<file path="config.mk">
export PLATFORM = sky130hd
export DESIGN_NAME = fsgn_inject
export DESIGN_NICKNAME = d
export VERILOG_FILES = /design/src/rtl/fsgn_pkg.sv /design/src/rtl/fsgn_box_check.sv /design/src/rtl/fsgn_core.sv /design/src/rtl/fsgn_inject.sv
export SDC_FILE = /design/constraint.sdc
export NUM_CORES = 1
export LEC_CHECK = 0
export BUFFER_PORTS_ARGS = -buffer_cell sky130_fd_sc_hd__clkbuf_2
export CORE_ASPECT_RATIO = 1.75
export CORE_MARGIN = 5
export CORE_UTILIZATION = 40
export DETAILED_ROUTE_END_ITERATION = 8
export GPL_TIMING_DRIVEN = 0
export PLACE_DENSITY = 0.79
export SYNTH_ARGS = -nofsm -noshare
export SYNTH_HDL_FRONTEND = slang
export SYNTH_SLANG_ARGS = --single-unit
</file>
<file path="constraint.sdc">
create_clock -name clk -period 2.55 [get_ports clk]
set_input_delay 0 -clock clk [delete_from_list [all_inputs] [get_ports clk]]
set_output_delay 0 -clock clk [all_outputs]
set_load 0.05 [all_outputs]
</file>
<file path="src/rtl/fsgn_pkg.sv">
package fsgn_pkg;
  localparam int FLEN  = 64;
  localparam int SLEN  = 32;
  localparam int EXP_W = 8;

  typedef enum logic [1:0] {
    SGN_COPY = 2'b00,
    SGN_INV  = 2'b01,
    SGN_XOR  = 2'b10,
    SGN_RSVD = 2'b11
  } sgn_op_e;
endpackage

</file>
<file path="src/rtl/fsgn_box_check.sv">
module fsgn_box_check #(
  parameter int FLEN  = 64,
  parameter int SLEN  = 32,
  parameter int EXP_W = 8
) (
  input  logic [FLEN-1:0] raw,
  output logic [FLEN-1:0] checked,
  output logic            boxed
);
  localparam int PAD_W  = FLEN - SLEN;
  localparam int FRAC_W = SLEN - EXP_W - 1;
  localparam logic [FLEN-1:0] CANON =
    {{PAD_W{1'b1}}, 1'b0, {EXP_W{1'b1}}, 1'b1, {(FRAC_W-1){1'b0}}};

  always_comb begin
    boxed   = &raw[FLEN-1:SLEN];
    checked = boxed ? raw : CANON;
  end
endmodule

</file>
<file path="src/rtl/fsgn_core.sv">
module fsgn_core
  import fsgn_pkg::*;
#(
  parameter int FLEN  = 64,
  parameter int SLEN  = 32,
  parameter int EXP_W = 8
) (
  input  logic [FLEN-1:0] a,
  input  logic [FLEN-1:0] b,
  input  sgn_op_e         op,
  output logic [FLEN-1:0] res,
  output logic            illegal
);
  localparam int SB     = SLEN - 1;
  localparam int PAD_W  = FLEN - SLEN;
  localparam int FRAC_W = SLEN - EXP_W - 1;
  localparam logic [FLEN-1:0] CANON =
    {{PAD_W{1'b1}}, 1'b0, {EXP_W{1'b1}}, 1'b1, {(FRAC_W-1){1'b0}}};

  always_comb begin
    illegal = 1'b0;
    res     = a;
    unique case (op)
      SGN_COPY: res = {b[FLEN-1:SB], a[SB-1:0]};
      SGN_INV:  res[SB] = ~b[SB];
      SGN_XOR:  res[SB] = a[SB] ^ b[SB];
      default: begin
        res     = CANON;
        illegal = 1'b1;
      end
    endcase
  end
endmodule

</file>
<file path="src/rtl/fsgn_inject.sv">
module fsgn_inject
  import fsgn_pkg::*;
#(
  parameter int FL = fsgn_pkg::FLEN,
  parameter int SL = fsgn_pkg::SLEN,
  parameter int EW = fsgn_pkg::EXP_W
) (
  input  logic          clk,
  input  logic          rst,
  input  logic          req_valid,
  output logic          req_ready,
  input  logic [FL-1:0] req_a,
  input  logic [FL-1:0] req_b,
  input  logic [1:0]    req_op,
  output logic          res_valid,
  input  logic          res_ready,
  output logic [FL-1:0] res_data,
  output logic          res_dirty,
  output logic          res_illegal
);
  localparam int NOPS  = 2;
  localparam int PAD_W = FL - SL;

  logic [FL-1:0] raw_v [NOPS];
  logic [FL-1:0] chk_v [NOPS];
  logic [NOPS-1:0] boxed_v;
  logic [FL-1:0] core_res;
  logic          core_ill;
  logic          take;

  assign raw_v[0] = req_a;
  assign raw_v[1] = req_b;

  for (genvar i = 0; i < NOPS; i++) begin : g_box
    fsgn_box_check #(.FLEN(FL), .SLEN(SL), .EXP_W(EW)) box_i (
      .raw(raw_v[i]), .checked(chk_v[i]), .boxed(boxed_v[i])
    );
  end

  fsgn_core #(.FLEN(FL), .SLEN(SL), .EXP_W(EW)) core_i (
    .a(chk_v[0]), .b(chk_v[1]), .op(sgn_op_e'(req_op)),
    .res(core_res), .illegal(core_ill)
  );

  assign req_ready = !res_valid || res_ready;
  assign take      = req_valid && req_ready;

  always_ff @(posedge clk) begin
    if (rst) begin
      res_valid <= 1'b0;
      res_dirty <= 1'b0;
    end else if (req_ready) begin
      res_valid <= req_valid;
      res_dirty <= req_valid;
    end
  end

  always_ff @(posedge clk) begin
    if (take) begin
      res_data    <= core_res;
      res_illegal <= core_ill;
    end
  end

  a_r7_boxed_out: assert property (@(posedge clk) disable iff (rst)
    res_valid |-> (res_data[FL-1:SL] == {PAD_W{1'b1}}));
  a_r8_dirty_with_valid: assert property (@(posedge clk) disable iff (rst)
    res_valid |-> res_dirty);
  a_r9_one_cycle: assert property (@(posedge clk) disable iff (rst)
    (req_valid && req_ready) |=> res_valid);
  a_r10_hold_stall: assert property (@(posedge clk) disable iff (rst)
    (res_valid && !res_ready) |=> (res_valid && $stable(res_data) && $stable(res_illegal)));
  a_r10_no_accept: assert property (@(posedge clk) disable iff (rst)
    (res_valid && !res_ready) |-> !req_ready);
  a_r6_illegal_canon: assert property (@(posedge clk) disable iff (rst)
    (res_valid && res_illegal) |-> (res_data[SL-1:0] == 32'h7FC0_0000));
endmodule

</file>
==> metrics.md <==
| Metric | Value |
|---|---|
| Final hold slack | around 180 ps |
| Hold Startpoint | req_a[31] |
| Die width | about 72 µm |
| Yosys warning count | 0 |
| Max-slew headroom | between 40% and 50% |
| Antenna diodes | 0 |
| Initial core utilization | between 40% and 50% |
| Slew Limit Fails | 0 |
| Fin nets | about 540 |
| Worst setup SP type | flip-flop |
| DRC violations left | 0 |
| Die ar. | between 0.008 and 0.009 mm² |
| Reg2Reg Launch Point | res_dirty |
| ANT nets after route | 0 |
| Number of buffers added for setup after CTS | 0 |
| Avg Inst Size Synth | 14.8 µm² |
| Crit-path max FO | 65 |
| Most common cell after layout, fill and taps aside | clkbuf_2 |
| Clock sink total | 66 |
| CTS Root Cell | clkbuf_16 |
| H-tree levels | 3 |
| Clk slew on worst S/H paths | 50 ps |
| Pwr/cell area | about 670 mW/mm² |
| First-pass iteration count of the detailed router | 4 |
| Seq cells post-synth | between 60 and 70 |
| Routed WL | between 6000 and 7000 µm |
| Period minus WS final | approximately 1600 ps |
| Pre-CTS setup slack | roughly 560 ps |
| Final hold violation count | 0 |
| Drt wl/cell | 14.0 µm |
| Cells after Synth | 185 |
| Result of the run | finished clean |
| Hold WC Path Type | primary input to flip-flop |
| Initial antenna violation count | 0 |
| WP data required | 2490 ps |
| TritonCTS buffer count | 9 |
| Final setup viols | 0 |
| Vias/cell | around 4.7 |
| Die Y | 119 µm |
| Core Footprint | around 0.0068 mm² |
| CP startpoint | res_dirty |
| Met1 Track Usage GR | 17.2% |
| VDD IR max | about 280 µV |
| Pleak | about 1.8 nW |
| Commonest cells after routing, fill and taps aside | clkbuf_2, edfxtp_1, or3_1 |
| GR Overflow Total | 0 |
| GP Congestion | 0.668 |
| Clk Latency, worst-skew pair | 320 ps |
| Max_cap viols | 0 |
| Worst endpoint data arrival time | 1490 ps |
| Clock Skew | between 5 and 6 ps |
| CTS max path bufs | 2 |
| FP Rows | 40 |
| Detailed Place HPWL | just over 5000 µm |
| CP endpoint kind | flip-flop |
| GR peak layer | met2 |
| Met2 Usage GRT | roughly 29% |
| Final Worst Setup Slack | between 900 and 1000 ps |
| Cell variety after synth | 22 |
| Syn_nets | 323 |
| CP Class | flip-flop to flip-flop |
| Share of cells above drive strength 1 | between 40% and 50% |
| Least-Margin Pin Slew | 831 ps |
| Max Freq | approximately 0.64 GHz |
| PostCTS Resize Cnt | 0 |
| Largest net degree at the start of global routing | 66 |
| Vias | around 2300 |
| First-pass GRT wire length | ~11000 µm |
| Sequential share of the synthesized area | 72.2% |
| RSZ-0062 raised after global routing | false |
| Synth-to-Final Area Change | 56.8% |
| Port Buf Inserts | 170 |
| Mapped Area | 0.00273 mm² |
| Met3 usage | 4.22% |
| Power Total | 0.00285 W |
| Period utilization | 60.8% |
| CTS tree | done |
| All-Layer GR Usage | ~16% |
| Num ports | 202 |
| Number of global-route vias before repair | 2407 |
| Setup TNS Final | 0 ps |
| Initial drt markers | between 100 and 150 |
==> critical path, cell delays in order, from the launching register on <==
cell and delay, ps:
dfxtp_1 320, nand2b_1 110, and2_4 700
==> metrics by stage <==
step | cell area (µm²) | utilization (%) | instances
after global routing | 4280 | 63.4 | 488
after detailed placement | 3690 | 54.6 | 439
after CTS | 4280 | 63.4 | 488
after global placement | 3690 | 54.6 | 439
final | 4280 | 63.4 | 488
after floorplan | 2730 | - | 185
==> flip-flops by register name, indices dropped and copies added (netlist names) <==
| name | cells |
|---|---|
| res_illegal | 1 |
| res_data | 64 |
| res_dirty | 1 |
==> per-layer routing <==
layer / routed length (µm) / vias to the layer above
li1: - / 1136
met1: 2400 / 1017
met2: 3590 / 141
met3: 687 / 15
met4: 176 / 0
met5: 0 / -
==> cell type report <==
type,instances,area [µm²]
inverters,3,11.3
multi-input cells,103,683
flip-flops and latches,66,1970
clock buffers,15,258
fillers,533,2470
clock inverters,1,5.00
plain buffers,13,67.6
well taps,84,105
repair buffers,203,1180
==> cell usage after synthesis <==
library cell | instances | share of area (%)
buf_4 | 1 | 0.27
nor2_4 | 1 | 0.41
nor4_1 | 4 | 0.92
a21oi_1 | 1 | 0.18
buf_6 | 2 | 0.82
inv_1 | 3 | 0.41
edfxtp_1 | 65 | 71
ha_1 | 4 | 1.8
nand2_2 | 1 | 0.23
mux2i_1 | 1 | 0.37
and3_1 | 1 | 0.23
xnor2_1 | 1 | 0.32
nand3_1 | 2 | 0.37
or3_1 | 41 | 9.4
nand4_1 | 18 | 4.1
and2_1 | 23 | 5.3
dfxtp_1 | 1 | 0.73
o22ai_1 | 1 | 0.23
nor4_2 | 1 | 0.46
nand2b_1 | 2 | 0.46
nand2_1 | 1 | 0.14
clkbuf_1 | 10 | 1.4
==> final timing paths <==
kind	endpoint	slack, ps	depth (start not counted)
worst max-delay path	res_data[41]	1000	2
worst min-delay path	res_data[31]	180	4
worst max register to register	res_data[41]	1000	2
worst min register to register	res_dirty	1100	3
==> repair_timing <==
item,4_1_cts,5_1_grt
setup endpoints to repair,0,0
hold buffers,33,0
hold endpoints to repair,32,0
==> cells by family (layout without fill, tap and decap cells) <==
kind of cell | Yosys count | after routing | share of synthesized area (%)
AO/OA/AOI/OAI | 2 | 2 | 0.412
XOR/XNOR | 1 | 1 | 0.321
adder cells (fa/ha/maj) | 4 | 4 | 1.83
buffers and inverters | 16 | 235 | 2.89
flip-flops | 66 | 66 | 72.2
multiplexers | 1 | 1 | 0.366
AND/OR/NAND/NOR | 95 | 95 | 22.0
==> where the power goes <==
| part | total, W | switching [W] | internal [W] |
|---|---|---|---|
| Combinational | 0.000499 | 0.000337 | 0.000163 |
| Clock | 0.00107 | 0.000384 | 0.000682 |
| Sequential | 0.00129 | 0.0000167 | 0.00127 |
| Total | 0.00285 | 0.000738 | 0.00211 |
(Power assumes the default switching activity.)
